**config.mk**
```make
export PLATFORM = sky130hd
export DESIGN_NAME = duo_mixer
export DESIGN_NICKNAME = d
export VERILOG_FILES = /design/src/rtl/duo_mixer_pkg.sv /design/src/rtl/duo_mixer_volreg.sv /design/src/rtl/duo_mixer_gate.sv /design/src/rtl/duo_mixer.sv
export SDC_FILE = /design/constraint.sdc
export NUM_CORES = 1
export LEC_CHECK = 0
export BUFFER_PORTS_ARGS = -buffer_cell sky130_fd_sc_hd__buf_2
export CORE_AREA = 2 2 39 41
export CTS_CLUSTER_DIAMETER = 150
export DETAILED_ROUTE_END_ITERATION = 8
export DIE_AREA = 0 0 41 43
export PLACE_DENSITY = 0.67
export SLEW_MARGIN = 10
export SYNTH_ARGS = -nofsm -noshare
export SYNTH_HDL_FRONTEND = slang
export SYNTH_SLANG_ARGS = --single-unit
```
**constraint.sdc**
```tcl
create_clock -name clk_i -period 1.9 [get_ports clk_i]
set_clock_uncertainty 0.2 [all_clocks]
set_input_delay 0 -clock clk_i [delete_from_list [all_inputs] [get_ports clk_i]]
set_output_delay 0 -clock clk_i [all_outputs]
set_load 0.02 [all_outputs]
```
**src/rtl/duo_mixer_pkg.sv**
```systemverilog
package duo_mixer_pkg;
  parameter int unsigned NUM_VOICES = 2;
  parameter int unsigned VOL_W      = 3;
  localparam int unsigned REG_W     = NUM_VOICES * VOL_W;
  localparam int unsigned MAX_SUM   = NUM_VOICES * ((1 << VOL_W) - 1);
  localparam int unsigned SAMPLE_W  = $clog2(MAX_SUM + 1);
endpackage

```
**src/rtl/duo_mixer_volreg.sv**
```systemverilog
module duo_mixer_volreg #(
  parameter int unsigned W = 6
) (
  input  logic         clk_i,
  input  logic         rst_ni,
  input  logic         wr_en_i,
  input  logic [W-1:0] wr_data_i,
  output logic [W-1:0] vol_o
);
  always_ff @(posedge clk_i or negedge rst_ni) begin
    if (!rst_ni)      vol_o <= '0;
    else if (wr_en_i) vol_o <= wr_data_i;
  end
endmodule

```
**src/rtl/duo_mixer_gate.sv**
```systemverilog
module duo_mixer_gate #(
  parameter int unsigned VOL_W = 3
) (
  input  logic             tone_i,
  input  logic [VOL_W-1:0] vol_i,
  output logic [VOL_W-1:0] level_o
);
  assign level_o = tone_i ? vol_i : '0;
endmodule

```
**src/rtl/duo_mixer.sv**
```systemverilog
module duo_mixer
  import duo_mixer_pkg::*;
(
  input  logic       clk_i,
  input  logic       rst_ni,
  input  logic       wr_en_i,
  input  logic [5:0] wr_data_i,
  input  logic       voice0_i,
  input  logic       voice1_i,
  output logic [3:0] sample_o
);
  logic [REG_W-1:0]      vol_q;
  logic [NUM_VOICES-1:0] tone;
  logic [VOL_W-1:0]      level [NUM_VOICES];
  logic [SAMPLE_W-1:0]   sum_d;

  assign tone = {voice1_i, voice0_i};

  duo_mixer_volreg #(.W(REG_W)) u_volreg (
    .clk_i     (clk_i),
    .rst_ni    (rst_ni),
    .wr_en_i   (wr_en_i),
    .wr_data_i (wr_data_i),
    .vol_o     (vol_q)
  );

  for (genvar v = 0; v < NUM_VOICES; v++) begin : g_voice
    duo_mixer_gate #(.VOL_W(VOL_W)) u_gate (
      .tone_i  (tone[v]),
      .vol_i   (vol_q[v*VOL_W +: VOL_W]),
      .level_o (level[v])
    );
  end

  always_comb begin
    sum_d = '0;
    for (int v = 0; v < NUM_VOICES; v++) sum_d = sum_d + SAMPLE_W'(level[v]);
  end

  always_ff @(posedge clk_i or negedge rst_ni) begin
    if (!rst_ni) sample_o <= '0;
    else         sample_o <= sum_d;
  end
endmodule

```
==> results of run 1 <==
critical path, delay by kind of cell:
kind,cells,cell delay (ns)
buffers and inverters,3,1.22
adder cells (fa/ha/maj),1,0.29
AND/OR/NAND/NOR,1,0.15
worst paths after layout:
path / depth (start not counted) / slack, ns / endpoint / from
setup / recovery: 5 / 0.19 / sample_o[0] / voice0_i
hold / removal: 3 / 0.46 / u_volreg.vol_o[0] / wr_en_i
setup reg to reg: 3 / 0.20 / sample_o[0] / u_volreg.vol_o[3]
hold reg to reg: 4 / 0.52 / sample_o[3] / u_volreg.vol_o[5]
max in group asynchronous: 3 / 0.66 / u_volreg.vol_o[1] / rst_ni
min in group asynchronous: 3 / 0.53 / sample_o[0] / rst_ni
sequential cells by signal, indices dropped and copies added, names as in the netlist:
register	flops
sample_o	4
u_volreg.vol_o	6
logic make-up (layout without fill, tap and decap cells):
family                     Yosys count  count (layout)  synth area share
DFF                                 10              10             0.522
and+or+nand+nor                      8               8            0.0861
buffers and inverters                5              38            0.0548
xor gates and xnor gates             1               1            0.0183
AOI/OAI and AO/OA                    1               1            0.0104
adders and majority gates            4               4             0.120
muxes                                6               6             0.188
routing by layer:
metal  global-route usage  up-vias
met5                    0        -
met3               0.0314        4
met2                0.197       14
met4                0.120        0
met1                0.131      162
li1                     -      180
Yosys cell counts:
cell type  count  share of area
buf_6          1          0.023
nand3_1        1          0.010
nand2_1        3          0.023
xnor2_1        1          0.018
inv_1          4          0.031
a21oi_1        1          0.010
dfrtp_1       10           0.52
and2_1         4          0.052
fa_1           1          0.042
ha_1           3          0.078
mux2_4         6           0.19
where the power goes:
| group | total (W) | switching, W | internal (W) |
|---|---|---|---|
| clock | 0.000145 | 0.0000716 | 0.0000733 |
| combinational | 0.000137 | 0.0000552 | 0.0000822 |
| sequential | 0.000249 | 0.0000102 | 0.000239 |
| total | 0.000531 | 0.000137 | 0.000394 |
stage by stage:
stage | cells | total power (W) | util | hold slack (ns) | instance area, um2
after floorplan | 35 | 0.000318 | - | -0.496 | 479
after global placement | 64 | 0.000350 | 0.403 | -0.334 | 558
after detailed placement | 64 | 0.000353 | 0.403 | -0.330 | 558
after CTS | 84 | 0.000537 | 0.542 | 0.459 | 751
after global routing | 84 | 0.000560 | 0.542 | 0.484 | 751
final | 84 | 0.000531 | 0.542 | 0.464 | 751
final cells by class:
type | instances | area (um2)
Multi-Input combinational cell | 20 | 203
Inverter | 4 | 15.0
Timing Repair Buffer | 31 | 240
Tap cell | 16 | 20.0
Fill cell | 121 | 633
Clock buffer | 3 | 22.5
Sequential cell | 10 | 250
timing repair:
item / CTS / global route
hold buffers: 17 / 0
buffers inserted: 0 / 0
hold endpoints to repair: 18 / 0
==> flow_summary.json, run 1 <==
{
  "critical_path_class": "in -> reg",
  "synth_cell_type_count": 11,
  "p_per_area_nw_per_um2": 707,
  "rsz0062_at_grt": "false",
  "antenna_found_initial": 0,
  "via_per_inst": 4.29,
  "slowest_stage": "dlygate4sd3_1",
  "grt_max_degree": 11,
  "vdd_drop_max_mv": 0.426,
  "status": "complete, no violations",
  "cts_buffers": 3,
  "port_buffers": 14,
  "start_util": 0.346,
  "synth-seq-area-share": 0.522,
  "clock_latency_ns": 0.26,
  "grt_pass1_wl_um": 1420,
  "final_common_cell": "dlygate4sd3_1",
  "design.die.area_um2": 1760,
  "drive_above_1_share": 0.338,
  "drv_slew": 0,
  "clk_path_buf_depth": 2,
  "post-place-ws_ns": 0.339,
  "cp-end-kind": "flip-flop",
  "wl_um": 838,
  "area_growth_pct": 56.7,
  "cts_root_buf": "clkbuf_4",
  "diodes": 0,
  "gp_congestion": 0.669,
  "synth_cells": 35,
  "critPathMaxFanout": 3,
  "worst_pin_slew_ns": 0.447,
  "slew_headroom": 0.701,
  "num_io_pins": 15,
  "mostFrequentLayoutCells": "dlygate4sd3_1 (17), buf_2 (14), dfrtp_1 (10), mux2_4 (6)",
  "drtIter0Drc": 1,
  "maxCapViolCount": 0,
  "num_rows": 14,
  "ant_nets": 0,
  "synth_area_per_cell_um2": 13.7,
  "netlist_area_um2": 479,
  "nets": 85,
  "htreeDepth": 1,
  "synth.ff_latch_count": 10,
  "syn_nets": 50,
  "fin_tns_setup_ns": 0,
  "clock_sinks": 10,
  "chipWidth_um": 41,
  "coreArea_um2": 1380,
  "top_layer": "met4",
  "clk_pin_slew_ns": 0.06,
  "met3_length_um": 50,
  "path_cells": "dlygate4sd3_1, buf_2, and2_1, ha_1, dlygate4sd3_1",
  "setup_violations": 0,
  "via_count": 360,
  "cp.arrival_ns": 1.66,
  "met1_length_um": 349,
  "grt_use_total": 0.128,
  "fmax_mhz": 585,
  "hold_path.class": "in -> reg",
  "cts_resized": 0,
  "grt_pass1_vias": 362,
  "die_y_um": 43,
  "hpwl_um": 566,
  "period_needed_ns": 1.71,
  "avgRoutedWirePerCell_um": 9.98,
  "hold_viol": 0,
  "min_period_over_period": 0.900,
  "yosysWarnings": 0,
  "crit_top_cell": "dlygate4sd3_1",
  "firstDrtPassIters": 2,
  "wl_met2_um": 399,
  "setup.worst_path.start_class": "primary input",
  "p_leak_nw": 0.394,
  "drc": 0,
  "fin_ws_ns": 0.189,
  "cts_tree": "done",
  "critPathMaxStageDelay_ns": 0.56,
  "worstPathRequired_ns": 1.85,
  "gr-total-overflow": 0
}
Note: power is estimated with default switching activity, not from simulation.
==> run 2: changes to the inputs <==
--- a/config.mk
+++ b/config.mk
@@ -11,6 +11,7 @@
 export DETAILED_ROUTE_END_ITERATION = 8
 export DIE_AREA = 0 0 41 43
 export PLACE_DENSITY = 0.67
+export SETUP_SLACK_MARGIN = 0.5
 export SLEW_MARGIN = 10
 export SYNTH_ARGS = -nofsm -noshare
 export SYNTH_HDL_FRONTEND = slang
==> run 2 against run 1 <==
  * The flow now finishes with violations (negative hold slack)
  * Clock power up 30%
  * First-iteration DRC count stayed put
  * Largest power group unchanged
  * Core utilization rose by 0.27 points
  * Design area up 0.50%
  * Critical path type is now reg -> reg
  * Maximum frequency is 13% higher
  * Sequential share of layout area is 0.17 points lower
  * Clock-buffer cell count increased by 1
  * Die area is the same
  * Register-to-register slack gained 0.18 ns
  * Largest cell class unchanged
  * Sequential power is essentially flat
==> flow_summary.json, run 2 (synthesis results as in run 1) <==
{
  "period_needed_ns": 1.52,
  "drc": 0,
  "violations": "negative hold slack",
  "drv_slew": 0,
  "mostFrequentLayoutCells": "buf_2 (14), dfrtp_1 (10), dlygate4sd3_1 (9), mux2_4 (6), buf_4 (5)",
  "htreeDepth": 1,
  "area_growth_pct": 57.4,
  "fin_cells": 82,
  "r2r_slack_ns": 0.38,
  "largest_registers": "u_volreg.vol_o x6, sample_o x4",
  "clock_latency_ns": 0.26,
  "num_io_pins": 15,
  "critPathMaxFanout": 2,
  "nets": 82,
  "min_period_over_period": 0.798,
  "port_buffers": 14,
  "final_cell_area_um2": 754,
  "rsz0062_at_grt": "true",
  "fmax_mhz": 659,
  "start_util": 0.346,
  "avgRoutedWirePerCell_um": 11.1,
  "grt_pass1_wl_um": 1470,
  "worst_pin_slew_ns": 0.433,
  "power_w": 0.000578,
  "ant_nets": 0,
  "largest_reg_flops": 6,
  "via_count": 368,
  "diodes": 0,
  "drive_above_1_share": 0.530,
  "p_leak_nw": 0.393,
  "clk_pin_slew_ns": 0.06,
  "gp_congestion": 0.665,
  "setup_violations": 0,
  "cts_buffers": 3,
  "antenna_found_initial": 0,
  "drtIter0Drc": 1,
  "cp.arrival_ns": 1.48,
  "gr-total-overflow": 0,
  "setup.worst_path.start_class": "flip-flop",
  "clk_path_buf_depth": 2,
  "final_common_cell": "buf_2",
  "cts_root_buf": "clkbuf_4",
  "hold_slack_ns": -0.0751,
  "nFillCells": 128,
  "firstDrtPassIters": 2,
  "ctsHoldBuffers": 9,
  "grt_max_degree": 11,
  "hold_path.class": "in -> reg",
  "hpwl_um": 579,
  "die_y_um": 43,
  "cts_tree": "done",
  "maxCapViolCount": 0,
  "hold_viol": 1,
  "worstPathRequired_ns": 1.86,
  "critical_path_class": "reg -> reg",
  "cp-end-kind": "flip-flop",
  "clock_sinks": 10,
  "dpl_cell_area_um2": 563,
  "coreArea_um2": 1380,
  "status": "complete, but fails checks",
  "fin_tns_setup_ns": 0,
  "dp.cells": 64,
  "p_per_area_nw_per_um2": 766,
  "via_per_inst": 4.49,
  "design.die.area_um2": 1760,
  "chipWidth_um": 41,
  "grt_use_total": 0.130,
  "wl_um": 909,
  "vdd_drop_max_mv": 0.389,
  "top_register": "u_volreg.vol_o",
  "slew_headroom": 0.710,
  "num_rows": 14,
  "grt_pass1_vias": 388
}
run 2: repair_timing:
action / in CTS / in global routing
gates cloned: 0 / 0
endpoints found under the setup margin: 2 / 3
resized for setup: 3 / 1
endpoints found under the hold margin: 18 / 1
setup buffers: 2 / 3
pin swaps: 2 / 3
run 2: path summary, 6_finish.rpt:
check / from / to / cells after the start
max: u_volreg.vol_o[3] / sample_o[1] / 5
min: voice0_i / sample_o[0] / 3
max reg2reg: u_volreg.vol_o[3] / sample_o[1] / 5
min reg2reg: u_volreg.vol_o[5] / u_volreg.vol_o[5] / 1
max in group asynchronous: rst_ni / u_volreg.vol_o[4] / 3
min in group asynchronous: rst_ni / sample_o[0] / 3
run 2: cell type report:
cell class	instances	area (um2)	area share
sequential	10	250	0.332
timing repair buffer	28	198	0.262
clock buffer	4	36.3	0.0481
inverter	4	15.0	0.0199
multi-input combinational	20	235	0.312
tap	16	20.0	0.0265
run 2: power breakdown:
| group | switching (W) | internal (W) |
|---|---|---|
| Clock | 0.0000721 | 0.000116 |
| Combinational | 0.0000600 | 0.0000817 |
| Sequential | 0.00000954 | 0.000238 |
| Total | 0.000142 | 0.000436 |
run 2: critical path: stages (launching register included):
cell     delay [ns]
dfrtp_1        0.35
and2_4         0.16
ha_4           0.13
inv_2          0.03
fa_2           0.51
inv_1          0.04
run 2: routing by layer:
| layer | wire (um) | global-route usage | share of wire |
|---|---|---|---|
| met1 | 334 | 0.130 | 0.37 |
| met2 | 530 | 0.213 | 0.58 |
| met5 | 0 | 0 | 0 |
| met4 | 0 | 0.0800 | 0 |
| met3 | 44 | 0.0471 | 0.048 |
run 2: metrics by stage:
| step | util | setup WS [ns] |
|---|---|---|
| final | 0.545 | 0.383 |
| after global routing | 0.545 | 0.352 |
| after CTS | 0.520 | 0.388 |
| after detailed placement | 0.407 | 0.339 |
| after global placement | 0.407 | 0.371 |
| after floorplan | - | 0.418 |
==> run 3: changes to the inputs <==
--- a/config.mk
+++ b/config.mk
@@ -10,7 +10,7 @@
 export CTS_CLUSTER_DIAMETER = 150
 export DETAILED_ROUTE_END_ITERATION = 8
 export DIE_AREA = 0 0 41 43
-export PLACE_DENSITY = 0.67
+export PLACE_DENSITY = 0.69
 export SETUP_SLACK_MARGIN = 0.5
 export SLEW_MARGIN = 10
 export SYNTH_ARGS = -nofsm -noshare
==> constraint.sdc (replaced) <==
create_clock -name clk_i -period 1.25 [get_ports clk_i]
set_clock_uncertainty 0.2 [all_clocks]
set_input_delay 0 -clock clk_i [delete_from_list [all_inputs] [get_ports clk_i]]
set_output_delay 0 -clock clk_i [all_outputs]
set_load 0.02 [all_outputs]
==> run 3 against run 2 <==
  * The flow finishes with violations (negative hold slack, negative setup slack)
  * Total power grew 53%
  * Critical path type unchanged
  * Global-route usage grew 1.5 points
  * Wire length grew 5.4%
  * Largest power group unchanged
  * Critical path depth is the same
  * Clock power grew 13%
  * Critical endpoint unchanged
  * Register-to-register slack lost 0.65 ns
  * Clock-buffer cell count shrank 1
  * Maximum frequency is essentially flat
  * Sequential cell count is the same
==> flow_summary.json, run 3 (synthesis results as in run 1) <==
{
  "dp.cells": 70,
  "cts_buffers": 3,
  "cts_root_buf": "clkbuf_4",
  "reg2reg_to": "sample_o[1]",
  "hold_path.class": "in -> reg",
  "reg2reg_depth": 5,
  "r2r_slack_ns": -0.27,
  "r2r-start": "u_volreg.vol_o[3]",
  "hold_viol": 17,
  "largest_reg_flops": 6,
  "crit_end": "sample_o[1]",
  "ant_nets": 0,
  "chipWidth_um": 41,
  "fin_ws_ns": -0.266,
  "power_frac_clock": 0.241,
  "drc": 0,
  "p_per_area_nw_per_um2": 1100,
  "antenna_found_initial": 0,
  "min_period_over_period": 1.21,
  "worstPathRequired_ns": 1.21,
  "via_count": 363,
  "p_leak_nw": 0.411,
  "setup_violations": 5,
  "critPathMaxFanout": 2,
  "hold_depth": 2,
  "status": "complete, but fails checks",
  "worstSetupStartpoint": "u_volreg.vol_o[3]",
  "drive_above_1_share": 0.758,
  "seq_power_share": 0.433,
  "design.die.area_um2": 1760,
  "num_rows": 14,
  "top_register": "u_volreg.vol_o",
  "gr-total-overflow": 0,
  "port_buffers": 14,
  "post-place-ws_ns": -0.245,
  "switching_share": 0.259,
  "intPower_w": 0.000656,
  "grt_pass1_vias": 406,
  "area_growth_pct": 67.4,
  "firstDrtPassIters": 1,
  "violations": "negative hold slack, negative setup slack",
  "drtIter0Drc": 0,
  "final_cell_area_um2": 802,
  "start_util": 0.346,
  "slew_headroom": 0.850,
  "worst_pin_slew_ns": 0.225,
  "clock_latency_ns": 0.26,
  "clk_path_buf_depth": 2,
  "fmax_mhz": 660,
  "hold_slack_ns": -0.239,
  "wl_um": 958,
  "grt_max_degree": 11,
  "nets": 83,
  "mostFrequentLayoutCells": "buf_2 (10), buf_6 (10), dfrtp_1 (10), buf_4 (8), mux2_4 (6)",
  "gp_congestion": 0.691,
  "htreeDepth": 1,
  "pwr-share-comb": 0.326,
  "clk_pin_slew_ns": 0.06,
  "ctsHoldBuffers": 1,
  "rsz0062_at_grt": "true",
  "cts_tree": "done",
  "drv_slew": 0,
  "fin_tns_setup_ns": -0.596,
  "diodes": 0,
  "coreArea_um2": 1380,
  "avgRoutedWirePerCell_um": 11.7,
  "clock_sinks": 10,
  "num_io_pins": 15,
  "largest_registers": "u_volreg.vol_o x6, sample_o x4",
  "p_sw_w": 0.000229,
  "critical_path_class": "reg -> reg",
  "via_per_inst": 4.43,
  "die_y_um": 43,
  "maxCapViolCount": 0,
  "cp.arrival_ns": 1.48,
  "dpl_cell_area_um2": 647,
  "grt_pass1_wl_um": 1590,
  "vdd_drop_max_mv": 0.655,
  "period_needed_ns": 1.52,
  "cp-end-kind": "flip-flop",
  "setup.worst_path.start_class": "flip-flop",
  "grt_use_total": 0.145,
  "fin_cells": 82
}
run 3: worst min path at each step:
| stage | to | start |
|---|---|---|
| CTS | u_volreg.vol_o[5] | wr_data_i[5] |
| finish | u_volreg.vol_o[5] | wr_data_i[5] |
| global route | u_volreg.vol_o[5] | wr_data_i[5] |
| global placement | sample_o[1] | rst_ni |
| detailed placement | sample_o[1] | rst_ni |
| floorplan | sample_o[0] | rst_ni |
run 3: per-stage QoR:
| step | hold WS (ns) | total power, W | utilization |
|---|---|---|---|
| floorplan | -0.496 | 0.000508 | - |
| global placement | -0.329 | 0.000582 | 0.467 |
| detailed placement | -0.328 | 0.000585 | 0.467 |
| CTS | -0.246 | 0.000866 | 0.546 |
| global route | -0.247 | 0.000952 | 0.580 |
| finish | -0.239 | 0.000886 | 0.580 |
run 3: area by class of cell:
type                            instances  area, um2
Fill cell                             128        582
Multi-Input combinational cell         20        262
Sequential cell                        10        250
Timing Repair Buffer                   29        233
Clock buffer                            3       22.5
Tap cell                               16       20.0
Inverter                                4       15.0
run 3: power by group through the flow:
stage	registers (W)	clock network, W	logic (W)
CTS	0.000383	0.000224	0.000260
global placement	0.000383	0	0.000199
detailed placement	0.000382	0	0.000202
global route	0.000388	0.000248	0.000316
finish	0.000383	0.000213	0.000289
floorplan	0.000408	0	0.0000994
run 3: critical path, stage by stage, from the launching register on:
cell	delay, ns
dfrtp_1	0.35
and2_4	0.16
ha_4	0.13
inv_2	0.04
fa_2	0.51
inv_1	0.04
run 3: metal layers:
layer  vias up  share of wire  global-route usage
met5         -              0                   0
met4         0          0.011              0.0800
met3         2          0.055              0.0628
met2        14           0.58               0.228
met1       173           0.35               0.153
li1        174              -                   -
run 3: what timing repair did:
| action | in CTS | in global routing |
|---|---|---|
| gates resized for setup | 14 | 3 |
| endpoints found under the hold margin | 18 | 17 |
| buffers inserted | 4 | 4 |
| setup endpoints to repair | 14 | 14 |
| pin swaps | 7 | 3 |
